**src/rtl/pci_cfg_hdr_pkg.sv**
```systemverilog
package pci_cfg_hdr_pkg;

    localparam int DW        = 32;
    localparam int NUM_W     = 6;
    localparam int BE_W      = DW / 8;

    localparam logic [NUM_W-1:0] REG_ID     = 6'd0;
    localparam logic [NUM_W-1:0] REG_CMDSTS = 6'd1;
    localparam logic [NUM_W-1:0] REG_CLASS  = 6'd2;
    localparam logic [NUM_W-1:0] REG_MISC   = 6'd3;
    localparam logic [NUM_W-1:0] REG_BAR0   = 6'd4;
    localparam logic [NUM_W-1:0] REG_BAR1   = 6'd5;
    localparam logic [NUM_W-1:0] REG_SUBSYS = 6'd11;

    localparam int CMD_IO_BIT  = 0;
    localparam int CMD_MEM_BIT = 1;

    typedef struct packed {
        logic             wr;
        logic [NUM_W-1:0] num;
        logic [BE_W-1:0]  be;
        logic [DW-1:0]    data;
    } cfg_wreq_t;

endpackage

```
**src/rtl/pci_cfg_bar.sv**
```systemverilog
module pci_cfg_bar
    import pci_cfg_hdr_pkg::*;
#(
    parameter bit               IS_IO    = 1'b0,
    parameter int               WIN_LOG2 = 7,
    parameter logic [NUM_W-1:0] MY_REG   = REG_BAR0
) (
    input  logic                   clk,
    input  logic                   rst_n,
    input  cfg_wreq_t              wreq,
    input  logic                   space_en,
    input  logic                   bar_en,
    input  logic [DW-WIN_LOG2-1:0] addr_hi,
    output logic [DW-1:0]          rdata,
    output logic                   hit
);

    localparam int BASE_W = DW - WIN_LOG2;

    logic [BASE_W-1:0] base_q;
    logic [BASE_W-1:0] base_d;
    logic              sel;

    assign sel = wreq.wr && (wreq.num == MY_REG);

    always_comb begin
        base_d = base_q;
        for (int j = 0; j < BASE_W; j++) begin
            if (wreq.be[(j + WIN_LOG2) / 8]) begin
                base_d[j] = wreq.data[j + WIN_LOG2];
            end
        end
    end

    always_ff @(posedge clk or negedge rst_n) begin
        if (!rst_n) begin
            base_q <= '0;
        end else if (sel) begin
            base_q <= base_d;
        end
    end

    generate
        if (IS_IO) begin : g_io
            assign rdata = {base_q, {(WIN_LOG2-1){1'b0}}, 1'b1};
        end else begin : g_mem
            assign rdata = {base_q, {WIN_LOG2{1'b0}}};
        end
    endgenerate

    assign hit = space_en && bar_en && (addr_hi == base_q);

    AST_BAR_FULL_WRITE: assert property (@(posedge clk) disable iff (!rst_n)
        (sel && (wreq.be == 4'hF)) |=> (rdata[DW-1:WIN_LOG2] == $past(wreq.data[DW-1:WIN_LOG2])));

    AST_BAR_HOLD: assert property (@(posedge clk) disable iff (!rst_n)
        !sel |=> $stable(rdata));

endmodule

```
**src/rtl/pci_cfg_status.sv**
```systemverilog
module pci_cfg_status
    import pci_cfg_hdr_pkg::*;
#(
    parameter int NUM_EVT = 5,
    parameter int STS_LSB = 27
) (
    input  logic               clk,
    input  logic               rst_n,
    input  cfg_wreq_t          wreq,
    input  logic [NUM_EVT-1:0] evt,
    output logic [NUM_EVT-1:0] sts
);

    localparam int BYTE_SEL = STS_LSB / 8;

    logic               wsel;
    logic [NUM_EVT-1:0] clr;

    assign wsel = wreq.wr && (wreq.num == REG_CMDSTS) && wreq.be[BYTE_SEL];
    assign clr  = wsel ? wreq.data[STS_LSB +: NUM_EVT] : '0;

    always_ff @(posedge clk or negedge rst_n) begin
        if (!rst_n) begin
            sts <= '0;
        end else begin
            sts <= (sts & ~clr) | evt;
        end
    end

    AST_STS_SET: assert property (@(posedge clk) disable iff (!rst_n)
        (|evt) |=> ((sts & $past(evt)) == $past(evt)));

    AST_STS_CLEAR: assert property (@(posedge clk) disable iff (!rst_n)
        (wsel && (evt == '0)) |=> ((sts & $past(wreq.data[STS_LSB +: NUM_EVT])) == '0));

    AST_STS_STICKY: assert property (@(posedge clk) disable iff (!rst_n)
        (!wsel && (evt == '0)) |=> $stable(sts));

endmodule

```
**src/rtl/pci_cfg_rdmux.sv**
```systemverilog
module pci_cfg_rdmux
    import pci_cfg_hdr_pkg::*;
#(
    parameter logic [15:0] VENDOR_ID  = 16'h1A2B,
    parameter logic [15:0] DEVICE_ID  = 16'h3C4D,
    parameter logic [7:0]  REV_ID     = 8'h05,
    parameter logic [23:0] CLASS_CODE = 24'h118000,
    parameter logic [15:0] SUBSYS_VID = 16'h5E6F,
    parameter logic [15:0] SUBSYS_ID  = 16'h7081,
    parameter int          NUM_EVT    = 5
) (
    input  logic [NUM_W-1:0]   num,
    input  logic [15:0]        cmd,
    input  logic [NUM_EVT-1:0] sts,
    input  logic [7:0]         cls,
    input  logic [DW-1:0]      bar0_rd,
    input  logic [DW-1:0]      bar1_rd,
    output logic [DW-1:0]      rdata
);

    logic [15:0] status_word;

    assign status_word = {sts, {(16-NUM_EVT){1'b0}}};

    always_comb begin
        case (num)
            REG_ID:     rdata = {DEVICE_ID, VENDOR_ID};
            REG_CMDSTS: rdata = {status_word, cmd};
            REG_CLASS:  rdata = {CLASS_CODE, REV_ID};
            REG_MISC:   rdata = {8'h00, 8'h00, 8'h00, cls};
            REG_BAR0:   rdata = bar0_rd;
            REG_BAR1:   rdata = bar1_rd;
            REG_SUBSYS: rdata = {SUBSYS_ID, SUBSYS_VID};
            default:    rdata = '0;
        endcase
    end

endmodule

```
**src/rtl/pci_cfg_hdr.sv**
```systemverilog
module pci_cfg_hdr
    import pci_cfg_hdr_pkg::*;
#(
    parameter logic [15:0] VENDOR_ID  = 16'h1A2B,
    parameter logic [15:0] DEVICE_ID  = 16'h3C4D,
    parameter logic [7:0]  REV_ID     = 8'h05,
    parameter logic [23:0] CLASS_CODE = 24'h118000,
    parameter logic [15:0] SUBSYS_VID = 16'h5E6F,
    parameter logic [15:0] SUBSYS_ID  = 16'h7081,
    parameter logic [15:0] CMD_WMASK  = 16'h0143,
    parameter int          WIN_LOG2   = 7,
    parameter int          NUM_EVT    = 5
) (
    input  logic         clk,
    input  logic         rst_n,
    input  logic         cfg_wr,
    input  logic [5:0]   cfg_num,
    input  logic [3:0]   cfg_be,
    input  logic [31:0]  cfg_wdata,
    output logic [31:0]  cfg_rdata,
    input  logic [4:0]   sts_evt,
    input  logic         bar0_en,
    input  logic         bar1_en,
    input  logic [31:0]  mem_addr,
    input  logic [31:0]  io_addr,
    output logic         mem_hit,
    output logic         io_hit
);

    localparam int BASE_W = DW - WIN_LOG2;

    cfg_wreq_t     wreq;
    logic [15:0]   cmd_q;
    logic [15:0]   cmd_bm;
    logic [7:0]    cls_q;
    logic [DW-1:0] bar0_rd;
    logic [DW-1:0] bar1_rd;
    logic          cmd_sel;
    logic          cls_sel;

    assign wreq = '{wr: cfg_wr, num: cfg_num, be: cfg_be, data: cfg_wdata};

    assign cmd_sel = cfg_wr && (cfg_num == REG_CMDSTS);
    assign cls_sel = cfg_wr && (cfg_num == REG_MISC) && cfg_be[0];
    assign cmd_bm  = {{8{cfg_be[1]}}, {8{cfg_be[0]}}} & CMD_WMASK;

    always_ff @(posedge clk or negedge rst_n) begin
        if (!rst_n) begin
            cmd_q <= '0;
        end else if (cmd_sel) begin
            cmd_q <= (cmd_q & ~cmd_bm) | (cfg_wdata[15:0] & cmd_bm);
        end
    end

    always_ff @(posedge clk or negedge rst_n) begin
        if (!rst_n) begin
            cls_q <= '0;
        end else if (cls_sel) begin
            cls_q <= cfg_wdata[7:0];
        end
    end

    pci_cfg_bar #(
        .IS_IO    (1'b0),
        .WIN_LOG2 (WIN_LOG2),
        .MY_REG   (REG_BAR0)
    ) u_bar_mem (
        .clk      (clk),
        .rst_n    (rst_n),
        .wreq     (wreq),
        .space_en (cmd_q[CMD_MEM_BIT]),
        .bar_en   (bar0_en),
        .addr_hi  (mem_addr[DW-1:WIN_LOG2]),
        .rdata    (bar0_rd),
        .hit      (mem_hit)
    );

    pci_cfg_bar #(
        .IS_IO    (1'b1),
        .WIN_LOG2 (WIN_LOG2),
        .MY_REG   (REG_BAR1)
    ) u_bar_io (
        .clk      (clk),
        .rst_n    (rst_n),
        .wreq     (wreq),
        .space_en (cmd_q[CMD_IO_BIT]),
        .bar_en   (bar1_en),
        .addr_hi  (io_addr[DW-1:WIN_LOG2]),
        .rdata    (bar1_rd),
        .hit      (io_hit)
    );

    logic [NUM_EVT-1:0] sts_q;

    pci_cfg_status #(
        .NUM_EVT (NUM_EVT),
        .STS_LSB (16 + 16 - NUM_EVT)
    ) u_status (
        .clk   (clk),
        .rst_n (rst_n),
        .wreq  (wreq),
        .evt   (sts_evt),
        .sts   (sts_q)
    );

    pci_cfg_rdmux #(
        .VENDOR_ID  (VENDOR_ID),
        .DEVICE_ID  (DEVICE_ID),
        .REV_ID     (REV_ID),
        .CLASS_CODE (CLASS_CODE),
        .SUBSYS_VID (SUBSYS_VID),
        .SUBSYS_ID  (SUBSYS_ID),
        .NUM_EVT    (NUM_EVT)
    ) u_rdmux (
        .num     (cfg_num),
        .cmd     (cmd_q),
        .sts     (sts_q),
        .cls     (cls_q),
        .bar0_rd (bar0_rd),
        .bar1_rd (bar1_rd),
        .rdata   (cfg_rdata)
    );

    AST_MEM_HIT_NEEDS_CMD: assert property (@(posedge clk) disable iff (!rst_n)
        mem_hit |-> (cmd_q[CMD_MEM_BIT] && bar0_en));

    AST_IO_HIT_NEEDS_CMD: assert property (@(posedge clk) disable iff (!rst_n)
        io_hit |-> (cmd_q[CMD_IO_BIT] && bar1_en));

    AST_CMD_HOLD: assert property (@(posedge clk) disable iff (!rst_n)
        !cmd_sel |=> $stable(cmd_q));

    AST_CMD_RO_ZERO: assert property (@(posedge clk) disable iff (!rst_n)
        1'b1 |=> ((cmd_q & ~CMD_WMASK) == 16'h0000));

    AST_CLS_HOLD: assert property (@(posedge clk) disable iff (!rst_n)
        !cls_sel |=> $stable(cls_q));

    AST_BASE_WIDTH: assert property (@(posedge clk) disable iff (!rst_n)
        (cfg_wr && cfg_num == REG_BAR0 && cfg_be == 4'hF) |=> (bar0_rd[BASE_W-1+WIN_LOG2:WIN_LOG2] == $past(cfg_wdata[DW-1:WIN_LOG2])));

endmodule

```
**config.mk**
```make
export PLATFORM = sky130hd
export DESIGN_NAME = pci_cfg_hdr
export DESIGN_NICKNAME = d
export VERILOG_FILES = /design/src/rtl/pci_cfg_hdr_pkg.sv /design/src/rtl/pci_cfg_bar.sv /design/src/rtl/pci_cfg_status.sv /design/src/rtl/pci_cfg_rdmux.sv /design/src/rtl/pci_cfg_hdr.sv
export SDC_FILE = /design/constraint.sdc
export NUM_CORES = 1
export LEC_CHECK = 0
export CORE_MARGIN = 1
export CORE_UTILIZATION = 35
export CTS_CLUSTER_DIAMETER = 80
export DETAILED_ROUTE_END_ITERATION = 10
export DONT_BUFFER_PORTS = 1
export PLACE_DENSITY_LB_ADDON = 0.2
export SYNTH_ARGS = -nofsm -noshare
export SYNTH_HDL_FRONTEND = slang
export SYNTH_HIERARCHICAL = 1
export SYNTH_SLANG_ARGS = --single-unit
```
**constraint.sdc**
```tcl
create_clock -name clk -period 1.1 [get_ports clk]
set_input_delay 0.055 -clock clk [delete_from_list [all_inputs] [get_ports clk]]
set_output_delay 0.055 -clock clk [all_outputs]
set_load 0.005 [all_outputs]
```
==> results.cfg, run 1 <==
[flow_run]
cap_violations = 0

[detailed_routing]
via_per_inst = 5.17
vias = 3378
postRouteAntennaNets = 0
routed_wl_um = 13500
drc = 10
wl_per_cell_um = 20.7
dr.pass1.iters = 7
dr.first_iter.drc_count = 122

[power_and_ir_drop]
power_mw = 7.05
p_per_area_mw_per_mm2 = 1160
ir_worst_vdd_v = 0.000816
power.leakage_nw = 2.79

[global_routing]
grt_pass1_vias = 3726
grt_max_degree = 68
grt_overflow = 0
grt_usage = 0.224
grt_pass1_wl_um = 20800
antenna_found_initial = 0

[sta]
max_freq_ghz = 0.549
setup_tns_ps = -3660
finalSetupViolCount = 24
rsz0062_at_grt = yes
worst_slack_ps = -723
min_period_ps = 1820
min_period_over_period = 1.66
hold_viol = 67
fin_skew_ps = 0
hold_ws_ps = -589
slew_viol_final = 0

[clock_network]
cts.sinks = 67
cts_hold_repair.buffers = 41
cts_buffers = 9
cts_tree = done
cts.path.max_buffers = 2
worstSkewPairLatency_ps = 340
cts-root-buf = clkbuf_16
htreeDepth = 3
clkTransAtPathRegs_ps = 50

[critical_path]
required_ps = 1040
worst-endpoint-arrival_ps = 1770
critical_path.max_stage_delay_ps = 390
rr_endpoint = u_bar_io/base_q[1]
path_buf_inv = 2
critPathKind = flip-flop to output port
cpMaxStageDelayCell = dfrtp_1
critPathTopFamily = simple AND/OR/NAND/NOR gates
end_kind = output port
rr_worst_depth = 3
cp_max_fo = 2
cp-start-kind = flip-flop
crit_chain = xor2_1 > nor4_2 > buf_4 > nand3_2 > nor4_2 > buf_4
r2r_start = u_bar_io/base_q[1]
regToRegSetupSlack_ps = 90

[synth]
synthTopCellsByArea = dfrtp_1 40%, mux2_2 16%, xor2_1 6.6%
ys_types = 43
yosysSeqAreaShare = 0.395
synth_top_flop_cell = dfrtp_1
syn-instance-count = 378
synth-edff-count = 0
synthArstFlopShare = 1.00
avgSynthCellArea_sq_um = 11.2
synth_top_cell_by_area = dfrtp_1
ys_warn_count = 6
yosys_register_bits = 67
synth_area_sq_mm = 0.00424
yosysTopAreaCellShare = 0.395

[place]
gp_congestion = 0.784
pre_cts_slack_ps = -473
io_buffers = 0
dp.cells = 591
placed_area_sq_mm = 0.00501
hpwl_um = 9860

[floorplan]
die_area_sq_mm = 0.0126
initial_core_util = 0.365
die_x_um = 112
io_pins = 150
die_y_um = 112
fp-row-count = 39
core_area_sq_mm = 0.0116

[finish]
fillers = 1060
fin_util = 0.521
design_area_sq_mm = 0.00605
drive_gt1_frac = 0.420
final_cell_mix = 67 x dfrtp_1, 53 x mux2_2, 47 x buf_4
area_growth_pct = 42.8
insertedDiodeCount = 0
layout.cells.most_common = dfrtp_1
final_nets = 622
finalNonFillerCells = 653

[run_status]
outcome = finished, violations left
violations = DRC, hold timing, setup timing

[min_path]
min_path_type = primary input to asynchronous set/reset pin
## repair_timing
action                                  in CTS  in global routing
hold endpoints to repair                   134                 67
gates resized for setup                     50                 21
pin swaps                                   19                 22
endpoints found under the setup margin      29                 38
buffers inserted                             3                  9
## Yosys cell counts, types with 2 or more instances
library cell and number:
o2bb2ai_1 4, buf_2 6, clkbuf_1 2, a21oi_1 2, nor2_1 15, conb_1 4
a41oi_1 5, xnor2_1 19, nand4_1 10, nor4_1 11, inv_1 6, dfrtp_1 67
buf_6 3, nor4b_4 3, mux2i_1 24, o21ai_0 16, nand2b_1 2, nor4_4 2
o211ai_1 7, and3_1 2, nand2_1 17, nor3_1 2, nand3_1 8, a221o_1 4
nand4bb_1 2, xor2_1 32, mux2_1 4, nand2_2 10, mux2_2 61, buf_4 15
## power by group
part / internal [mW] / leakage, nW / switching, mW
Clock: 2.02 / 0.154 / 1.09
Sequential: 2.66 / 0.888 / 0.155
Combinational: 0.733 / 1.75 / 0.399
Total: 5.41 / 2.79 / 1.64
## worst register-to-register path, cell delays in order (launching register included)
cell     delay [ps]
dfrtp_1         390
buf_6           120
buf_4           120
mux2_2          260
## area by class of cell
class	count	area (sq um)	share of cell area
clock buffer	10	239	0.0395
clock inverter	5	77.6	0.0128
inverter	6	22.5	0.00372
multi-input combinational	300	2660	0.439
sequential	67	1680	0.277
tap	143	179	0.0296
timing repair buffer	122	1200	0.198
## per-layer routing
metal  global-route usage  share of wire
met5                    0              0
met4               0.0764          0.026
met3               0.0832          0.075
met2                0.378           0.49
met1                0.264           0.41
## how the worst max path moves through the flow
stage | startpoint | to | slack [ps] | cells past startpoint
4_1_cts | u_bar_io/base_q[23] | io_hit | -730 | 6
2_1_floorplan | u_bar_io/base_q[9] | io_hit | -140 | 4
5_1_grt | u_bar_io/base_q[18] | io_hit | -800 | 6
3_5_place_dp | u_bar_io/base_q[23] | io_hit | -470 | 6
6_report | u_bar_io/base_q[23] | io_hit | -720 | 6
3_3_place_gp | u_bar_io/base_q[23] | io_hit | -480 | 6
## sequential cells by signal, summed over array words and instances, names as in the netlist, named ones only
name	count
cls_q	8
u_bar_io/base_q	25
u_bar_mem/base_q	25
u_status/sts	5
## cell families (layout without fill, tap and decap cells)
logic type | count (synthesis) | count (layout) | share of synthesized area
buffers and inverters | 33 | 143 | 0.0534
XOR/XNOR | 51 | 51 | 0.105
AND/OR/NAND/NOR | 90 | 90 | 0.138
other | 4 | 26 | 0.00354
multiplexers | 89 | 89 | 0.229
flip-flops | 67 | 67 | 0.395
AO/OA/AOI/OAI | 44 | 44 | 0.0749
(Power assumes the default switching activity.)
==> run 2, diff against run 1 <==
- CORE_UTILIZATION: 35 -> 58
==> results.cfg, run 2 (synthesis gave the netlist of run 1 again) <==
[clock_network]
cts.sinks = 67
worstSkewPairLatency_ps = 350
cts_tree = done
cts_hold_repair.buffers = 41
cts-root-buf = clkbuf_8
htreeDepth = 3
cts_buffers = 9
clkTransAtPathRegs_ps = 70
cts.path.max_buffers = 2

[sta]
min_period_over_period = 1.69
setup_tns_ps = -4250
min_period_ps = 1850
hold_ws_ps = -603
max_freq_ghz = 0.539
finalSetupViolCount = 27
worst_slack_ps = -755
slew_viol_final = 0
rsz0062_at_grt = yes
fin_skew_ps = 0
hold_viol = 67

[detailed_routing]
dr.pass1.iters = 5
postRouteAntennaNets = 0
drc = 0
via_per_inst = 5.88
routed_wl_um = 13500
vias = 3524
wl_per_cell_um = 22.5
dr.first_iter.drc_count = 239

[global_routing]
grt_pass1_wl_um = 19800
grt_max_degree = 68
grt_usage = 0.357
grt_overflow = 0
antenna_found_initial = 0
grt_pass1_vias = 3747

[floorplan]
die_area_sq_mm = 0.00766
die_x_um = 87.5
fp-row-count = 30
io_pins = 150
initial_core_util = 0.611
core_area_sq_mm = 0.00694
die_y_um = 87.5

[finish]
final_cell_mix = 67 x dfrtp_1, 53 x mux2_2, 47 x buf_4
layout.cells.most_common = dfrtp_1
fillers = 401
area_growth_pct = 35.9
top_regs = u_bar_io/base_q (25), u_bar_mem/base_q (25), cls_q (8)
fin_util = 0.830
final_nets = 614
insertedDiodeCount = 0
drive_gt1_frac = 0.414

[critical_path]
cp_max_fo = 2
worst-endpoint-arrival_ps = 1800
crit_chain = xor2_1 > nor4_2 > nand4_1 > nor4_4
required_ps = 1040
critPathKind = flip-flop to output port
end_kind = output port
cpMaxStageDelayCell = dfrtp_1
critical_path.max_stage_delay_ps = 410
cp-start-kind = flip-flop

[run_status]
outcome = finished, violations left
violations = hold timing, setup timing

[power_and_ir_drop]
ir_worst_vdd_v = 0.000710
p_per_area_mw_per_mm2 = 1050
power.leakage_nw = 2.65

[place]
io_buffers = 0
gp_congestion = 0.829
hpwl_um = 8960

[min_path]
min_path_type = primary input to asynchronous set/reset pin

[flow_run]
cap_violations = 0
==> run 2: metal layers <==
metal | share of wire | global-route usage | up-vias
li1 | - | - | 1579
met1 | 0.38 | 0.437 | 1732
met2 | 0.50 | 0.606 | 172
met3 | 0.079 | 0.0900 | 41
met4 | 0.035 | 0.142 | 0
met5 | 0 | 0 | -
==> run 2: path summary, 6_finish.rpt <==
kind,from,to,slack [ps],cells past startpoint
max reg2reg,u_bar_io/base_q[4],u_bar_io/base_q[4],70,3
min in group clk,cfg_be[1],u_bar_io/base_q[6],20,3
min,rst_n,cls_q[3],-600,0
min reg2reg,cls_q[6],cls_q[6],530,1
max in group asynchronous,rst_n,u_bar_mem/base_q[23],1590,0
max,u_bar_io/base_q[9],io_hit,-750,4
==> run 2: final cells by class <==
class / count / area (sq um) / share of cell area
sequential: 67 / 1680 / 0.291
inverter: 6 / 22.5 / 0.00391
multi-input combinational: 300 / 2680 / 0.466
timing repair buffer: 114 / 1060 / 0.185
clock buffer: 12 / 145 / 0.0252
tap: 96 / 120 / 0.0208
clock inverter: 4 / 50.0 / 0.00868
==> run 2: power by group <==
part | internal [mW] | switching, mW | total (mW)
combinational | 0.729 | 0.450 | 1.18
clock | 1.11 | 0.969 | 2.08
sequential | 2.65 | 0.166 | 2.82
total | 4.49 | 1.58 | 6.07
==> run 2: through the flow <==
step           total power, mW  hold WS (ps)  area, sq um  worst slack [ps]  std cells
2_1_floorplan             3.45          -241         4420              -136        400
3_3_place_gp              3.65          -239         4840              -362        536
3_5_place_dp              3.68          -239         4840              -367        536
4_1_cts                   5.95          -610         5590              -743        593
5_1_grt                   6.30          -615         5760              -857        599
6_report                  6.07          -603         5760              -755        599
==> run 2: critical path: cells and delay by family, from the launching register on <==
kind | cells | cell delay, ps
AND/OR/NAND/NOR | 3 | 880
flip-flops | 1 | 410
XOR/XNOR | 1 | 160
==> run 2: what timing repair did <==
action                                 CTS  global route
resized for setup                       41            33
gates cloned                             0             0
endpoints found under the hold margin  134            67
pin swaps                               18            16
setup endpoints to repair               31            37
setup buffers                            2            10
